===== src/rtl/keytab_pkg.sv =====
package keytab_pkg;
  parameter int unsigned ENT_W = 16;
  parameter int unsigned KEY_W = 5;

  typedef enum logic [2:0] {
    ST_NOP      = 3'd0,
    ST_POP_TOP  = 3'd1,
    ST_POP_BOT  = 3'd2,
    ST_PUT_TOP  = 3'd3,
    ST_PUT_BOT  = 3'd4,
    ST_WRITE    = 3'd5
  } st_op_e;
endpackage


===== src/rtl/keytab_store.sv =====
module keytab_store
  import keytab_pkg::*;
#(
  parameter int unsigned DEPTH = 16,
  parameter int unsigned EW    = ENT_W,
  localparam int unsigned IW   = $clog2(DEPTH),
  localparam int unsigned CW   = $clog2(DEPTH + 1)
) (
  input  logic              clk,
  input  logic              rst_n,
  input  st_op_e            op,
  input  logic [EW-1:0]     wr_data,
  input  logic [IW-1:0]     wr_idx,
  output logic [DEPTH*EW-1:0] ents,
  output logic [CW-1:0]     cnt,
  output logic [EW-1:0]     out_ent,
  output logic              out_vld
);
  logic [EW-1:0] tbl_q [DEPTH];
  logic [EW-1:0] tbl_d [DEPTH];
  logic [CW-1:0] cnt_q, cnt_d;
  logic          full, empty, tbl_en;
  logic [IW-1:0] top_idx, nxt_idx;

  assign full    = (cnt_q == CW'(DEPTH));
  assign empty   = (cnt_q == '0);
  assign top_idx = IW'(cnt_q - CW'(1));
  assign nxt_idx = IW'(cnt_q);
  assign tbl_en  = (op != ST_NOP);

  always_comb begin
    tbl_d   = tbl_q;
    cnt_d   = cnt_q;
    out_ent = '0;
    out_vld = 1'b0;
    case (op)
      ST_POP_TOP: if (!empty) begin
        out_ent          = tbl_q[top_idx];
        out_vld          = 1'b1;
        tbl_d[top_idx]   = '0;
        cnt_d            = cnt_q - CW'(1);
      end
      ST_POP_BOT: if (!empty) begin
        out_ent = tbl_q[0];
        out_vld = 1'b1;
        for (int i = 0; i < DEPTH - 1; i++) tbl_d[i] = tbl_q[i+1];
        tbl_d[DEPTH-1] = '0;
        cnt_d          = cnt_q - CW'(1);
      end
      ST_PUT_TOP: begin
        if (full) begin
          out_ent = tbl_q[0];
          out_vld = 1'b1;
          for (int i = 0; i < DEPTH - 1; i++) tbl_d[i] = tbl_q[i+1];
          tbl_d[DEPTH-1] = wr_data;
        end else begin
          tbl_d[nxt_idx] = wr_data;
          cnt_d          = cnt_q + CW'(1);
        end
      end
      ST_PUT_BOT: begin
        if (full) begin
          out_ent = tbl_q[DEPTH-1];
          out_vld = 1'b1;
        end else begin
          cnt_d = cnt_q + CW'(1);
        end
        for (int i = 1; i < DEPTH; i++) tbl_d[i] = tbl_q[i-1];
        tbl_d[0] = wr_data;
      end
      ST_WRITE: tbl_d[wr_idx] = wr_data;
      default: ;
    endcase
  end

  always_ff @(posedge clk or negedge rst_n) begin
    if (!rst_n) begin
      for (int i = 0; i < DEPTH; i++) tbl_q[i] <= '0;
      cnt_q <= '0;
    end else if (tbl_en) begin
      for (int i = 0; i < DEPTH; i++) tbl_q[i] <= tbl_d[i];
      cnt_q <= cnt_d;
    end
  end

  for (genvar g = 0; g < DEPTH; g++) begin : g_flat
    assign ents[g*EW +: EW] = tbl_q[g];
  end
  assign cnt = cnt_q;

  // Occupancy invariant: slots below the count are nonzero, the rest zero.
  logic hole;
  always_comb begin
    hole = 1'b0;
    for (int i = 0; i < DEPTH; i++)
      if ((CW'(i) < cnt_q) != (tbl_q[i] != '0)) hole = 1'b1;
  end

  p_occupancy_r1: assert property (@(posedge clk) disable iff (!rst_n) !hole);
  p_cnt_bound_r1: assert property (@(posedge clk) disable iff (!rst_n) cnt_q <= CW'(DEPTH));
  p_cnt_step_r2: assert property (@(posedge clk) disable iff (!rst_n)
    (cnt_q != $past(cnt_q)) |-> ((cnt_q == $past(cnt_q) + CW'(1)) || (cnt_q + CW'(1) == $past(cnt_q))));
endmodule


===== src/rtl/keytab_match.sv =====
module keytab_match
  import keytab_pkg::*;
#(
  parameter int unsigned DEPTH = 16,
  parameter int unsigned EW    = ENT_W,
  parameter int unsigned KW    = KEY_W,
  localparam int unsigned IW   = $clog2(DEPTH),
  localparam int unsigned CW   = $clog2(DEPTH + 1)
) (
  input  logic                clk,
  input  logic                rst_n,
  input  logic [DEPTH*EW-1:0] ents,
  input  logic [CW-1:0]       cnt,
  input  logic [KW-1:0]       key,
  output logic                hit,
  output logic [IW-1:0]       idx,
  output logic [EW-1:0]       ent
);
  logic [DEPTH-1:0] hv;

  for (genvar g = 0; g < DEPTH; g++) begin : g_cmp
    assign hv[g] = (CW'(g) < cnt) && (ents[g*EW +: KW] == key);
  end

  always_comb begin
    hit = 1'b0;
    idx = '0;
    for (int i = DEPTH - 1; i >= 0; i--)
      if (hv[i]) begin
        hit = 1'b1;
        idx = IW'(i);
      end
  end

  assign ent = hit ? ents[idx*EW +: EW] : '0;

  // Keys stay unique because pushes update a matching entry in place.
  p_unique_key_r8: assert property (@(posedge clk) disable iff (!rst_n) $onehot0(hv));
endmodule


===== src/rtl/keytab_stack.sv =====
module keytab_stack
  import keytab_pkg::*;
#(
  parameter int unsigned XLEN  = 32,
  parameter int unsigned DEPTH = 16,
  localparam int unsigned EW   = ENT_W,
  localparam int unsigned KW   = KEY_W,
  localparam int unsigned NCH  = XLEN / EW,
  localparam int unsigned NW   = $clog2(DEPTH) + 1,
  localparam int unsigned RW   = $clog2(NCH) + 1,
  localparam int unsigned IW   = $clog2(DEPTH),
  localparam int unsigned CW   = $clog2(DEPTH + 1)
) (
  input  logic            clk,
  input  logic            rst_n,
  input  logic            cmd_valid,
  output logic            cmd_ready,
  input  logic            cmd_bottom,
  input  logic            cmd_imm,
  input  logic [XLEN-1:0] cmd_opnd,
  input  logic            cmd_dst_zero,
  output logic            res_done,
  output logic [XLEN-1:0] res_data,
  input  logic [KW-1:0]   lk_key,
  output logic            lk_hit,
  output logic [EW-1:0]   lk_entry
);
  logic            busy_q, busy_d;
  logic            bot_q, bot_d;
  logic            push_q, push_d;
  logic [NW-1:0]   left_q, left_d;
  logic [XLEN-1:0] opnd_q, opnd_d;
  logic [RW-1:0]   ridx_q, ridx_d;
  logic [XLEN-1:0] res_q, res_d;
  logic            done_q, done_d;

  logic            accept, work, ctl_en, pack;
  logic [EW-1:0]   chunk;
  logic [NW-1:0]   n_req;
  st_op_e          st_op;

  logic [DEPTH*EW-1:0] ents;
  logic [CW-1:0]       cnt;
  logic [EW-1:0]       out_ent;
  logic                out_vld;
  logic                m_hit;
  logic [IW-1:0]       m_idx;
  logic [EW-1:0]       m_ent;
  logic [IW-1:0]       lk_idx;

  assign accept = cmd_valid && !busy_q;
  assign chunk  = opnd_q[EW-1:0];
  assign work   = busy_q && (push_q ? (chunk != '0) : (left_q != '0));
  assign ctl_en = accept || busy_q;
  assign pack   = work && (!push_q || out_vld);
  assign n_req  = cmd_opnd[NW-1:0];

  always_comb begin
    st_op = ST_NOP;
    if (work) begin
      if (push_q) st_op = m_hit ? ST_WRITE : (bot_q ? ST_PUT_BOT : ST_PUT_TOP);
      else        st_op = bot_q ? ST_POP_BOT : ST_POP_TOP;
    end
  end

  always_comb begin
    busy_d = busy_q;
    bot_d  = bot_q;
    push_d = push_q;
    left_d = left_q;
    opnd_d = opnd_q;
    ridx_d = ridx_q;
    res_d  = res_q;
    done_d = busy_q && !work;
    if (accept) begin
      busy_d = 1'b1;
      bot_d  = cmd_bottom;
      push_d = !cmd_imm && (cmd_opnd != '0);
      opnd_d = cmd_opnd;
      ridx_d = '0;
      res_d  = '0;
      if (!cmd_imm)          left_d = NW'(1);
      else if (cmd_dst_zero) left_d = n_req;
      else                   left_d = (n_req > NW'(NCH)) ? NW'(NCH) : n_req;
    end else if (busy_q) begin
      if (!work) busy_d = 1'b0;
      if (work && push_q)  opnd_d = opnd_q >> EW;
      if (work && !push_q) left_d = left_q - NW'(1);
      if (pack && (ridx_q < RW'(NCH))) begin
        for (int c = 0; c < NCH; c++)
          if (ridx_q == RW'(c)) res_d[c*EW +: EW] = out_ent;
        ridx_d = ridx_q + RW'(1);
      end
    end
  end

  always_ff @(posedge clk or negedge rst_n) begin
    if (!rst_n) begin
      busy_q <= 1'b0;
      bot_q  <= 1'b0;
      push_q <= 1'b0;
      left_q <= '0;
      opnd_q <= '0;
      ridx_q <= '0;
      res_q  <= '0;
      done_q <= 1'b0;
    end else begin
      done_q <= done_d;
      if (ctl_en) begin
        busy_q <= busy_d;
        bot_q  <= bot_d;
        push_q <= push_d;
        left_q <= left_d;
        opnd_q <= opnd_d;
        ridx_q <= ridx_d;
        res_q  <= res_d;
      end
    end
  end

  keytab_store #(.DEPTH(DEPTH), .EW(EW)) u_store (
    .clk(clk), .rst_n(rst_n), .op(st_op), .wr_data(chunk), .wr_idx(m_idx),
    .ents(ents), .cnt(cnt), .out_ent(out_ent), .out_vld(out_vld)
  );

  keytab_match #(.DEPTH(DEPTH), .EW(EW), .KW(KW)) u_cmd_match (
    .clk(clk), .rst_n(rst_n), .ents(ents), .cnt(cnt), .key(chunk[KW-1:0]),
    .hit(m_hit), .idx(m_idx), .ent(m_ent)
  );

  keytab_match #(.DEPTH(DEPTH), .EW(EW), .KW(KW)) u_lk_match (
    .clk(clk), .rst_n(rst_n), .ents(ents), .cnt(cnt), .key(lk_key),
    .hit(lk_hit), .idx(lk_idx), .ent(lk_entry)
  );

  assign cmd_ready = !busy_q;
  assign res_done  = done_q;
  assign res_data  = res_q;

  p_take_blocks_r2: assert property (@(posedge clk) disable iff (!rst_n)
    (cmd_valid && cmd_ready) |=> !cmd_ready);
  p_done_pulse_r2: assert property (@(posedge clk) disable iff (!rst_n)
    res_done |=> !res_done);
  p_done_ready_r2: assert property (@(posedge clk) disable iff (!rst_n)
    res_done |-> cmd_ready);
  p_res_hold_r2: assert property (@(posedge clk) disable iff (!rst_n)
    (cmd_ready && !cmd_valid) |=> $stable(res_data));
  p_update_keeps_cnt_r8: assert property (@(posedge clk) disable iff (!rst_n)
    (st_op == ST_WRITE) |=> $stable(cnt));
  p_evict_full_r10: assert property (@(posedge clk) disable iff (!rst_n)
    ((st_op == ST_PUT_TOP || st_op == ST_PUT_BOT) && out_vld) |-> (cnt == CW'(DEPTH)));
endmodule


===== config.mk =====
export PLATFORM = sky130hd
export DESIGN_NAME = keytab_stack
export DESIGN_NICKNAME = d
export VERILOG_FILES = /design/src/rtl/keytab_pkg.sv /design/src/rtl/keytab_store.sv /design/src/rtl/keytab_match.sv /design/src/rtl/keytab_stack.sv
export SDC_FILE = /design/constraint.sdc
export NUM_CORES = 2
export LEC_CHECK = 0
export BUFFER_PORTS_ARGS = -buffer_cell sky130_fd_sc_hd__buf_4
export CORE_UTILIZATION = 30
export DETAILED_ROUTE_END_ITERATION = 10
export MAX_ROUTING_LAYER = met4
export PLACE_DENSITY = 0.53
export SETUP_SLACK_MARGIN = 0.15
export SYNTH_ARGS = -nofsm -noshare
export SYNTH_HDL_FRONTEND = slang
export SYNTH_SLANG_ARGS = --single-unit

===== constraint.sdc =====
create_clock -name clk -period 9.9 [get_ports clk]
set_clock_uncertainty 0.05 [all_clocks]
set_input_delay 0.99 -clock clk [delete_from_list [all_inputs] [get_ports clk]]
set_output_delay 0.99 -clock clk [all_outputs]
set_load 0.1 [all_outputs]

==> run metrics <==
area of the multi-input gates=just under 0.02 mm^2; CTS sink cnt=approximately 340; TritonRoute pass-1 iters=7; Post-Syn Area=0.0298 mm^2; Final period util=0.696; PortBufs=93; RSZ-0062 raised after global routing=no; placer congestion estimate=0.955; dpl hpwl=85600 um; CP startpoint kind=flop; 1st-iter DRT viols=slightly below 5k; die area=0.101 mm^2; Sequential Area=0.00842 mm^2; I/O pin cnt=94; # H-tree levels=2; CP arrival=5.85 ns; Skew-Pair Late Insertion Delay=approximately 0.62 ns; WL per Instance=29.6 um; Yosys warnings=0; Root Driver=clkbuf_16; die span in y=317 um; pin count of the biggest net entering global routing=151; die width=317 um; max-cap violations=0; fillcell total=10.2k; Inserted Clock Buffers=44; Initial Utilization=0.303; max-slew violations=0; max-slew headroom at the worst pin=0.116; Cells after Synth=3539; most frequent cells in the layout=329 x a221o_1, 329 x dfrtp_1, 318 x a21oi_1, 315 x nor2_1, 300 x nand2_1; final wirelength=137000 um; outcome=completed; Global Route Usage Sum=0.273; Synth Register Bits=336; Yosys cell types=81; Max Fclk=145 MHz; min-delay worst type=input port to async pin; Top Layer Used=met4; setup_tns=0 ns; Hold Buf Count CTS=0; via count=around 31k; Slew @ Worst Pin=1.33 ns; Post-CTS Setup Bufs=0; setup violators final=0; DRC Markers=0; first-pass GRT wire length=202000 um; clock slew at reported path FFs=0.06 ns; antenna violations before repair=5; Met3 Routed Length=between 15000 and 20000 um; share of layout cells above drive strength 1=0.132; remaining antenna violation count=0; CTS tree=yes; met2 wire len=58400 um; post-synthesis sequential area ratio=0.282; crit-path max FO=approximately 50; post-CTS resize count=0; Syn Nets=3590; EDFF count, synth=0; core area=0.0984 mm^2; Final Hold Viols=0; hold slack=0.306 ns; crit end category=output pin; nets@finish=3340; grt total ovfl=0; crit path time final=6.89 ns; number of global-route vias before repair=28.1k; CP Class=flop to output pin; Async S/R FF share, synth=1.00; area delta synth->final=9.25%; Most used DFF post-synth=dfrtp_1; vias per inst=6.65; M1 WL=56300 um; row cnt=roughly 120; Synth Area per Inst=about 8.4 um^2; WP data required=8.86 ns; clk buf depth=3
[registers in the layout (all words and copies together), names as in the netlist]
register,count
bot_q,1
ridx_q,2
push_q,1
res_data,32
busy_q,1
left_q,5
u_store.ents,256
res_done,1
u_store.cnt,5
opnd_q,32
[cell type report]
cell class / count / share of cell area
multi-input combinational: 2695 / 0.596
sequential: 336 / 0.258
tap: 1287 / 0.0494
timing repair buffer: 177 / 0.0425
clock buffer: 61 / 0.0385
clock inverter: 18 / 0.0103
inverter: 35 / 0.00403
antenna: 5 / 0.000384
[cells in the mapped netlist (20+ instances only)]
master     number  area [um^2]
clkbuf_1      310         1160
xnor2_1        75          657
nor4_1         28          175
a31oi_1        33          206
a22oi_1        99          743
nor3_1         58          290
nand2_1       302         1130
and3_1         22          138
a2111oi_0      21          184
a22o_1         20          175
o21ai_0       159          796
nor2_1        318         1190
nand2b_1       22          138
xor2_1         96          841
mux2_2         31          349
inv_1          34          128
dfrtp_1       336         8410
a21oi_1       318         1590
a221o_1       329         3290
buf_2          81          405
mux4_2         99         2230
mux2i_1       160         1600
buf_1          51          191
nand3_1       217         1090
a221oi_1       69          604
[path summary, 6_finish.rpt]
check                                     to  cells after the start  slack, ns      startpoint
max                              lk_entry[5]                     13       3.01  u_store.cnt[0]
min reg2reg                      res_data[2]                      2       0.45     res_data[2]
max reg2reg                u_store.ents[181]                     13       4.15  u_store.cnt[1]
min                        u_store.ents[227]                      1       0.31           rst_n
min in group clk                 res_data[2]                      2       0.45     res_data[2]
max in group asynchronous              bot_q                      2       8.01           rst_n
[stage by stage]
| stage | setup WS [ns] | std cells | instance area (um^2) | utilization |
|---|---|---|---|---|
| floorplan | 4.29 | 3539 | 29800 | - |
| global placement | 3.73 | 4530 | 31000 | 0.315 |
| detailed placement | 3.60 | 4530 | 31000 | 0.315 |
| CTS | 2.96 | 4609 | 32600 | 0.331 |
| global route | 2.60 | 4614 | 32600 | 0.331 |
| finish | 3.01 | 4614 | 32600 | 0.331 |
[per-layer routing]
metal,track usage,up-vias
met1,0.372,15151
met5,-,-
met4,0.100,0
met3,0.0678,336
li1,-,13032
met2,0.387,2176
[worst max-delay path: stages (launching register included)]
cell	delay (ns)
dfrtp_4	0.74
buf_4	0.79
a21oi_1	0.24
nor4_1	0.58
a2111oi_0	0.12
o21ai_0	0.18
a2bb2oi_2	0.15
buf_4	0.36
nor2b_2	0.58
buf_4	0.41
a221oi_1	0.17
nand2b_1	0.21
a221o_1	0.41
buf_4	0.28
[logic make-up after synthesis]
kind of cell | after synthesis | synth area share
xor+xnor | 171 | 0.0502
fa+ha+maj | 8 | 0.00336
mux | 290 | 0.140
simple gates | 1052 | 0.163
flops | 336 | 0.282
buf+inv | 508 | 0.0725
compound gates | 1174 | 0.289
Power is left out: the tool's default activity adds up to more than one toggle a clock period on the data nets, which glitch-free logic cannot reach.
